==> src/rtl/ptimer_pkg.sv <==
package ptimer_pkg;

  localparam int BYTE_W    = 8;
  localparam int OVF_BIT   = 7;
  localparam int IE_BIT    = 7;
  localparam int PS_W      = 2;
  localparam int DIV_W     = 4;

  // Last divider state before a tick for each select code.
  function automatic logic [DIV_W-1:0] ps_last(input logic [PS_W-1:0] s);
    unique case (s)
      2'd0:    return 4'd0;
      2'd1:    return 4'd3;
      2'd2:    return 4'd7;
      default: return 4'd15;
    endcase
  endfunction

endpackage

==> src/rtl/ptimer_prescaler.sv <==
module ptimer_prescaler
  import ptimer_pkg::*;
(
  input  logic            clk,
  input  logic            rst,
  input  logic [PS_W-1:0] sel,
  output logic            tick
);

  logic [DIV_W-1:0] div_q;

  // Using >= lets a shrinking ratio settle without a full wrap.
  assign tick = (div_q >= ps_last(sel));

  always_ff @(posedge clk) begin
    if (rst)       div_q <= '0;
    else if (tick) div_q <= '0;
    else           div_q <= div_q + 1'b1;
  end

endmodule

==> src/rtl/ptimer_counter.sv <==
module ptimer_counter #(
  parameter int CNT_W = 16
) (
  input  logic             clk,
  input  logic             rst,
  input  logic             tick,
  output logic [CNT_W-1:0] cnt,
  output logic             wrap
);

  assign wrap = tick && (cnt == {CNT_W{1'b1}});

  always_ff @(posedge clk) begin
    if (rst)       cnt <= '0;
    else if (tick) cnt <= cnt + 1'b1;
  end

endmodule

==> src/rtl/ptimer_capture_bank.sv <==
module ptimer_capture_bank #(
  parameter int N_CAP = 3,
  parameter int CNT_W = 16,
  parameter int SEL_W = 2
) (
  input  logic                        clk,
  input  logic                        rst,
  input  logic                        strobe,
  input  logic [SEL_W-1:0]            sel,
  input  logic [CNT_W-1:0]            cnt,
  output logic [N_CAP-1:0][CNT_W-1:0] cap_q,
  output logic [N_CAP-1:0]            hit
);

  for (genvar k = 0; k < N_CAP; k++) begin : g_chan
    assign hit[k] = strobe && (sel == SEL_W'(k + 1));

    always_ff @(posedge clk) begin
      if (rst)         cap_q[k] <= '0;
      else if (hit[k]) cap_q[k] <= cnt;
    end
  end

endmodule

==> src/rtl/ptimer_lock.sv <==
module ptimer_lock #(
  parameter int LOCK_CYCLES = 64
) (
  input  logic clk,
  input  logic rst,
  output logic unlocked
);

  localparam int AGE_W = $clog2(LOCK_CYCLES + 1);

  logic [AGE_W-1:0] age_q;

  assign unlocked = (age_q < AGE_W'(LOCK_CYCLES));

  always_ff @(posedge clk) begin
    if (rst)           age_q <= '0;
    else if (unlocked) age_q <= age_q + 1'b1;
  end

endmodule

==> src/rtl/ptimer_capture.sv <==
module ptimer_capture
  import ptimer_pkg::*;
#(
  parameter int N_CAP       = 3,
  parameter int ADDR_W      = 4,
  parameter int LOCK_CYCLES = 64,
  parameter int SEL_W       = $clog2(N_CAP + 1)
) (
  input  logic              clk,
  input  logic              rst,
  input  logic              cap_strobe,
  input  logic [SEL_W-1:0]  cap_sel,
  input  logic              reg_rd,
  input  logic              reg_wr,
  input  logic [ADDR_W-1:0] reg_addr,
  input  logic [7:0]        reg_wdata,
  output logic [7:0]        reg_rdata,
  output logic              ovf_irq
);

  localparam int CNT_W      = 16;
  localparam int CNT_HI     = 0;
  localparam int CNT_LO     = 1;
  localparam int CAP_BASE   = 2;
  localparam int CTRL_ADDR  = CAP_BASE + 2 * N_CAP;
  localparam int FLAGS_ADDR = CTRL_ADDR + 1;
  localparam logic [7:0] FLAG_MASK = 8'((1 << OVF_BIT) | ((1 << N_CAP) - 1));

  logic                        tick;
  logic                        wrap;
  logic                        unlocked;
  logic [CNT_W-1:0]            cnt_q;
  logic [N_CAP-1:0][CNT_W-1:0] cap_q;
  logic [N_CAP-1:0]            cap_hit;
  logic [7:0]                  ctrl_q;
  logic [7:0]                  flags_q;
  logic [7:0]                  rdata_q;
  logic [7:0]                  lo_buf_q;
  logic                        lo_buf_vld_q;
  logic [7:0]                  rd_val;
  logic [7:0]                  flag_set;
  logic [7:0]                  flag_clr;
  logic                        wr_ctrl;
  logic                        wr_flags;
  logic                        rd_hi;
  logic                        rd_lo;

  ptimer_prescaler u_presc (
    .clk  (clk),
    .rst  (rst),
    .sel  (ctrl_q[PS_W-1:0]),
    .tick (tick)
  );

  ptimer_counter #(.CNT_W(CNT_W)) u_cnt (
    .clk  (clk),
    .rst  (rst),
    .tick (tick),
    .cnt  (cnt_q),
    .wrap (wrap)
  );

  ptimer_capture_bank #(.N_CAP(N_CAP), .CNT_W(CNT_W), .SEL_W(SEL_W)) u_caps (
    .clk    (clk),
    .rst    (rst),
    .strobe (cap_strobe),
    .sel    (cap_sel),
    .cnt    (cnt_q),
    .cap_q  (cap_q),
    .hit    (cap_hit)
  );

  ptimer_lock #(.LOCK_CYCLES(LOCK_CYCLES)) u_lock (
    .clk      (clk),
    .rst      (rst),
    .unlocked (unlocked)
  );

  assign wr_ctrl  = reg_wr && (reg_addr == ADDR_W'(CTRL_ADDR));
  assign wr_flags = reg_wr && (reg_addr == ADDR_W'(FLAGS_ADDR));
  assign rd_hi    = reg_rd && (reg_addr == ADDR_W'(CNT_HI));
  assign rd_lo    = reg_rd && (reg_addr == ADDR_W'(CNT_LO));

  always_comb begin
    flag_set = '0;
    flag_set[OVF_BIT] = wrap;
    flag_set[N_CAP-1:0] = cap_hit;
    flag_clr = wr_flags ? reg_wdata : 8'h00;
  end

  // Control: divider select frozen once the lock window has passed.
  always_ff @(posedge clk) begin
    if (rst) begin
      ctrl_q <= '0;
    end else if (wr_ctrl) begin
      if (unlocked) ctrl_q <= reg_wdata;
      else          ctrl_q <= {reg_wdata[7:PS_W], ctrl_q[PS_W-1:0]};
    end
  end

  // Flags: write-one-to-clear, hardware set has priority.
  always_ff @(posedge clk) begin
    if (rst) flags_q <= '0;
    else     flags_q <= ((flags_q & ~flag_clr) | flag_set) & FLAG_MASK;
  end

  always_comb begin
    rd_val = '0;
    if (reg_addr == ADDR_W'(CNT_HI))          rd_val = cnt_q[15:8];
    else if (reg_addr == ADDR_W'(CNT_LO))     rd_val = lo_buf_vld_q ? lo_buf_q : cnt_q[7:0];
    else if (reg_addr == ADDR_W'(CTRL_ADDR))  rd_val = ctrl_q;
    else if (reg_addr == ADDR_W'(FLAGS_ADDR)) rd_val = flags_q;
    for (int k = 0; k < N_CAP; k++) begin
      if (reg_addr == ADDR_W'(CAP_BASE + 2 * k))     rd_val = cap_q[k][15:8];
      if (reg_addr == ADDR_W'(CAP_BASE + 2 * k + 1)) rd_val = cap_q[k][7:0];
    end
  end

  always_ff @(posedge clk) begin
    if (rst) begin
      rdata_q      <= '0;
      lo_buf_q     <= '0;
      lo_buf_vld_q <= 1'b0;
    end else begin
      if (reg_rd) rdata_q <= rd_val;
      if (rd_hi) begin
        lo_buf_q     <= cnt_q[7:0];
        lo_buf_vld_q <= 1'b1;
      end else if (rd_lo) begin
        lo_buf_vld_q <= 1'b0;
      end
    end
  end

  assign reg_rdata = rdata_q;
  assign ovf_irq   = flags_q[OVF_BIT] & ctrl_q[IE_BIT];

endmodule

==> config.mk <==
export PLATFORM = sky130hd
export DESIGN_NAME = ptimer_capture
export DESIGN_NICKNAME = d
export VERILOG_FILES = /design/src/rtl/ptimer_pkg.sv /design/src/rtl/ptimer_prescaler.sv /design/src/rtl/ptimer_counter.sv /design/src/rtl/ptimer_capture_bank.sv /design/src/rtl/ptimer_lock.sv /design/src/rtl/ptimer_capture.sv
export SDC_FILE = /design/constraint.sdc
export NUM_CORES = 1
export LEC_CHECK = 0
export ABC_CLOCK_PERIOD_IN_PS = 6700
export BUFFER_PORTS_ARGS = -buffer_cell sky130_fd_sc_hd__buf_4
export CAP_MARGIN = 20
export CORE_MARGIN = 2
export CORE_UTILIZATION = 33
export CTS_BUF_LIST = sky130_fd_sc_hd__clkbuf_16
export DETAILED_ROUTE_END_ITERATION = 6
export MAX_ROUTING_LAYER = met4
export PLACE_DENSITY_LB_ADDON = 0.3
export SLEW_MARGIN = 25
export SYNTH_ARGS = -nofsm -noshare
export SYNTH_HDL_FRONTEND = slang
export SYNTH_SLANG_ARGS = --single-unit
export TNS_END_PERCENT = 1
==> constraint.sdc <==
create_clock -name clk -period 6.7 [get_ports clk]
set_input_delay 1.34 -clock clk [delete_from_list [all_inputs] [get_ports clk]]
set_output_delay 1.34 -clock clk [all_outputs]
set_load 0.02 [all_outputs]
# Yosys cells after proc, flatten, opt, wreduce, memory -nomap -nowiden
# Index checks and enable logic that the tools add are counted.
# Widths: inputs -> output; s select.
# classes
n_mul	0
mux	15
n_reduce_logical	13
eq_ne	15
magnitude_cmp	2
div_mod_pow	0
n_bitwise	4
shift	0
add_sub_neg	3
# ops
operator	count
$mux 8	12
$add 16x1->16 const B	1
$eq 16x16->1 const B	1
$eq 4x3->1 const B	4
$pmux 4 s3	1
$and 8x8->8	1
$eq 4x2->1 const B	2
$eq 4x4->1 const B	2
$logic_and 1x1->1	8
$not 8->8	1
$or 8x8->8	1
$add 7x1->7 const B	1
$lt 7x7->1 const B	1
$eq 2x2->1 const B	3
$add 4x1->4 const B	1
$eq 2x1->1 const B	2
$eq 4x1->1 const B	1
$ge 4x4->1	1
$logic_not 4->1	1
$logic_not 2->1	1
$mux 1	2
$reduce_and 2->1	1
$reduce_bool 2->1	1
$reduce_or 2->1	1
$and 1x1->1	1
# word_totals
input_bits	19
ram_bits	0
romBits	0
wordCells	65
latch_bits	0
out_inout_bits	9
regBits	108
n_memories	0

# Depth between registers and ports, before layout
# depth
depth_word	11
depth_mapped	8
mapped_depth_nobuf	7

# By module
# A second synthesis with hierarchy kept.
# hier_totals
cells_unflattened	585
hier_area_um2	5395.2
# by_module_without_submodules
mod	area_each_um2	instances	cells_per_inst	seq_area_each_um2
ptimer_capture	2115.8	1	264	580.6
ptimer_capture_bank	1963.1	1	178	960.9
ptimer_counter	767.0	1	85	320.3
ptimer_lock	302.8	1	30	140.1
ptimer_prescaler	246.5	1	28	80.1

# Least setup slack after synthesis
# Ideal clock, no wire load.
# synth_path
path_type	in2reg
start	input port reg_addr[1]
end	register rdata_q[5] (netlist: reg_rdata[5])
setup_ps	132
n_path_buf	2
required_time_ps	6568
arrival_ps	2495
cell_stages	7
path_slack_ps	4073
cell_sequence	buf_2 -> buf_2 -> mux2_2 -> a21oi_1 -> nor2_1 -> a221oi_1 -> nor3_1
# synth_between
elab_chain_cells	11
word_cells_on_any_way	20
cone_classes	eq/ne: 9; mux: 10; reduce/logical: 1
# synth_rtl
element	line_no	rtl
start, declared	ptimer_capture.sv:15	input logic [ADDR_W-1:0] reg_addr,
$eq 4x4->1	ptimer_capture.sv:112	else if (reg_addr == ADDR_W'(FLAGS_ADDR)) rd_val = flags_q;
$mux 8	ptimer_capture.sv:112	
$mux 8	ptimer_capture.sv:111	else if (reg_addr == ADDR_W'(CTRL_ADDR)) rd_val = ctrl_q;
$mux 8	ptimer_capture.sv:110	else if (reg_addr == ADDR_W'(CNT_LO)) rd_val = lo_buf_vld_q ? lo_buf_q : cnt_q[7:0];
$mux 8	ptimer_capture.sv:109	if (reg_addr == ADDR_W'(CNT_HI)) rd_val = cnt_q[15:8];
$mux 8	ptimer_capture.sv:114	if (reg_addr == ADDR_W'(CAP_BASE + 2 * k)) rd_val = cap_q[k][15:8];
$mux 8	ptimer_capture.sv:115	if (reg_addr == ADDR_W'(CAP_BASE + 2 * k + 1)) rd_val = cap_q[k][7:0];
$mux 8	ptimer_capture.sv:114	
$mux 8	ptimer_capture.sv:115	
$mux 8	ptimer_capture.sv:114	
$mux 8 (*)	ptimer_capture.sv:115	
end signal, assigned	ptimer_capture.sv:125	if (reg_rd) rdata_q <= rd_val;
end, declared	ptimer_capture.sv:37	logic [7:0] rdata_q;
# Every way passes the cells marked *; elsewhere a longest branch is shown, timed or not.
# A chain may end at the register's enable or synchronous reset.

# Final worst setup path
# layout_path
start	input port reg_addr[0]
end	register rdata_q[4] (netlist: reg_rdata[4])
# The elaborated chain is that of the path after synthesis.

==> flow_metrics.tcl <==
set metrics [dict create \
    status "completed" \
    cts_tree "yes" \
    worstPathRequired_ns 6.91 \
    synth_top_area_share_pct 41.7 \
    cts_setup_buffers 0 \
    hpwl_um 9680 \
    synth_fp_nets 648 \
    core_mm2 0.0146 \
    stdcell_area_mm2 0.00551 \
    cts_made_buffers 9 \
    synth_cell_types 57 \
    antenna_found_initial 0 \
    layout_commonest_cell "nand2_1" \
    p_total_mw 1.23 \
    n_fill_cell 1537 \
    setup_viol 0 \
    drcViolationCount 0 \
    yosys.area.top_type "dfxtp_1" \
    grt_pass1_wl_um 22400 \
    place_ws_ns 3.52 \
    netlist_top_cells_area "dfxtp_1 (42%), nand2_1 (8.7%), a21oi_1 (7.8%)" \
    dpl-instance-area_mm2 0.00524 \
    grt_max_degree 60 \
    drt.antenna.violating_nets 0 \
    worst_slack_ns 3.85 \
    fin_crit_sh_pct 42.5 \
    synthAdderAreaFrac_pct 1.75 \
    ff2ff_path_depth 8 \
    area_growth_pct 10.4 \
    r2r_end "u_cnt.cnt[8]$_SDFFE_PP0P_" \
    fin_nets 644 \
    r2r_slack_ns 4.25 \
    pwr_density_cell_mw_per_mm2 224 \
    start_util_pct 34.1 \
    yosys_register_bits 104 \
    hp-start "u_caps.cap_q[41]$_SDFFE_PP0P_" \
    hold_path.class "flip-flop to flip-flop" \
    grt_overflow_total 0 \
    final_cell_mix "nand2_1 (116), dfxtp_1 (104), a21oi_1 (78), nor2_1 (52), mux2i_1 (31)" \
    yosysWarnings 0 \
    wirelength_um 13900 \
    fin_crit_ns 2.85 \
    synth-compound-area-share_pct 16.7 \
    hold_viol_final 0 \
    yosysSeqAreaShare_pct 41.7 \
    clk_pin_slew_worst_paths_ns 0.06 \
    max_slew_margin_pct 45.2 \
    async_flop_share_pct 0 \
    std_cell_rows 44 \
    port_buffers 27 \
    grt_use_total_pct 18.3 \
    holdWs_ns 0.456 \
    synth_xor_area_share_pct 2.63 \
    diodes 0 \
    via_per_inst 5.43 \
    grt_pass1_vias 4045 \
    synth_area_mm2 0.00499 \
    dr.pass1.iters 5 \
    synth_mux_area_share_pct 7.12 \
    vias 4380 \
    ir_worst_vdd_uv 115 \
    htree_num_levels 3 \
    max_freq_mhz 351 \
    whs_path_depth 2 \
    cap_violations 0 \
    syn_inst 622 \
    wl_per_cell_um 17.2 \
    r2r_start "ctrl_q[1]$_SDFFE_PP0P_" \
    cp.arrival_ns 3.05 \
    report.final.slew_viol_count 0 \
    crit_type "input pin to flip-flop" \
    place_congestion 0.946 \
    cts-resized-gates 0 \
    cts_hold_buffers 0 \
    die_w_um 127 \
    setup_tns_ns 0 \
    clock_sinks 104 \
    insertion_delay_ns 0.36 \
    critPathCaptureType "flip-flop" \
    grt_setup_unrepaired "no" \
    pin_count 28 \
    synth-simple-area-share_pct 24.9 \
    die-area_mm2 0.0161 \
    synth-edff-count 0 \
    p_leak_nw 1.84 \
    synth_top_family_by_area "simple AND/OR/NAND/NOR gates" \
    avgSynthCellArea_um2 8.02 \
    synth-main-ff-cell "dfxtp_1" \
    cts_root_buf "clkbuf_16" \
    drive_gt1_share_pct 9.63 \
    drt-initial-drc-count 413 \
    worstPathMaxFanout 40 \
    hold_end "u_caps.cap_q[41]$_SDFFE_PP0P_" \
    finalClockSkew_ns 0.0109 \
    start_kind "input pin" \
    clockBufferDepth 2 \
    fp.dieH_um 127 \
    worstMarginPinSlew_ns 0.820 \
]
## per-layer routing
metal  vias up  global-route usage [%]  routed length (um)
met4         0                    4.91                 172
met3        13                    4.27                 977
met2       150                    27.1                6200
met1      2077                    25.2                6560
met5         -                       -                   0
li1       2140                       -                   -
## cell usage after synthesis (all sizes together) (4+ instances only)
| library cell | instances |
|---|---|
| or2 | 4 |
| nand2 | 117 |
| xnor2 | 12 |
| nand3b | 4 |
| a22oi | 7 |
| nor2 | 53 |
| nand2b | 8 |
| ha | 7 |
| nor3 | 13 |
| o22ai | 5 |
| buf | 20 |
| a21oi | 78 |
| a2111oi | 5 |
| o21ai | 19 |
| and3 | 6 |
| or3 | 6 |
| clkbuf | 25 |
| inv | 13 |
| nor2b | 13 |
| a221oi | 4 |
| o211ai | 5 |
| nor3b | 4 |
| mux2 | 4 |
| nor4 | 5 |
| dfxtp | 104 |
| mux2i | 31 |
| nand3 | 15 |
## cell type report
cell class,instances,area [um^2],area share [%]
Clock buffer,9,225,4.09
Inverter,14,52.6,0.954
Tap cell,184,230,4.18
Clock inverter,7,47.5,0.863
Sequential cell,104,2080,37.8
Multi-Input combinational cell,459,2650,48.0
Timing Repair Buffer,30,225,4.09
## worst max-delay path by stage
stage / startpoint / to / slack, ns / cells after the start
finish: reg_addr[0] / reg_rdata[4]$_SDFFE_PP0P_ / 3.85 / 6
floorplan: reg_addr[1] / reg_rdata[5]$_SDFFE_PP0P_ / 4.07 / 7
global route: reg_addr[0] / reg_rdata[4]$_SDFFE_PP0P_ / 3.74 / 6
global placement: reg_addr[0] / reg_rdata[4]$_SDFFE_PP0P_ / 3.54 / 6
CTS: rst / reg_rdata[7]$_SDFFE_PP0P_ / 3.90 / 5
detailed placement: rst / reg_rdata[7]$_SDFFE_PP0P_ / 3.52 / 5
## power breakdown
part	switching, mW	internal (mW)
registers	0.0133	0.627
clock network	0.244	0.252
logic	0.0636	0.0345
total	0.321	0.914
## state kept, by name, indices dropped and copies added (netlist names)
| signal | cells |
|---|---|
| u_caps.cap_q | 48 |
| u_cnt.cnt | 16 |
| ctrl_q | 8 |
| lo_buf_q | 8 |
| reg_rdata | 8 |
| u_lock.age_q | 7 |
| flags_q | 4 |
| u_presc.div_q | 4 |
| lo_buf_vld_q | 1 |
## metrics by stage
stage / util, % / instances
CTS: 37.6 / 807
global route: 37.6 / 807
finish: 37.6 / 807
floorplan: - / 622
detailed placement: 35.8 / 791
global placement: 35.8 / 791
## cells by family after synthesis
family	count (synthesis)
and+or+nand+nor	262
muxes	35
buffers and inverters	59
xor gates and xnor gates	15
AOI/OAI and AO/OA	140
DFF	104
adders and majority gates	7
## critical path: stages
cell	delay [ns]
buf_4	0.37
clkinv_1	0.39
nand2_1	0.17
a221oi_1	0.09
o311ai_0	0.53
a21oi_1	0.14
Power figures use the tool's default switching activity.
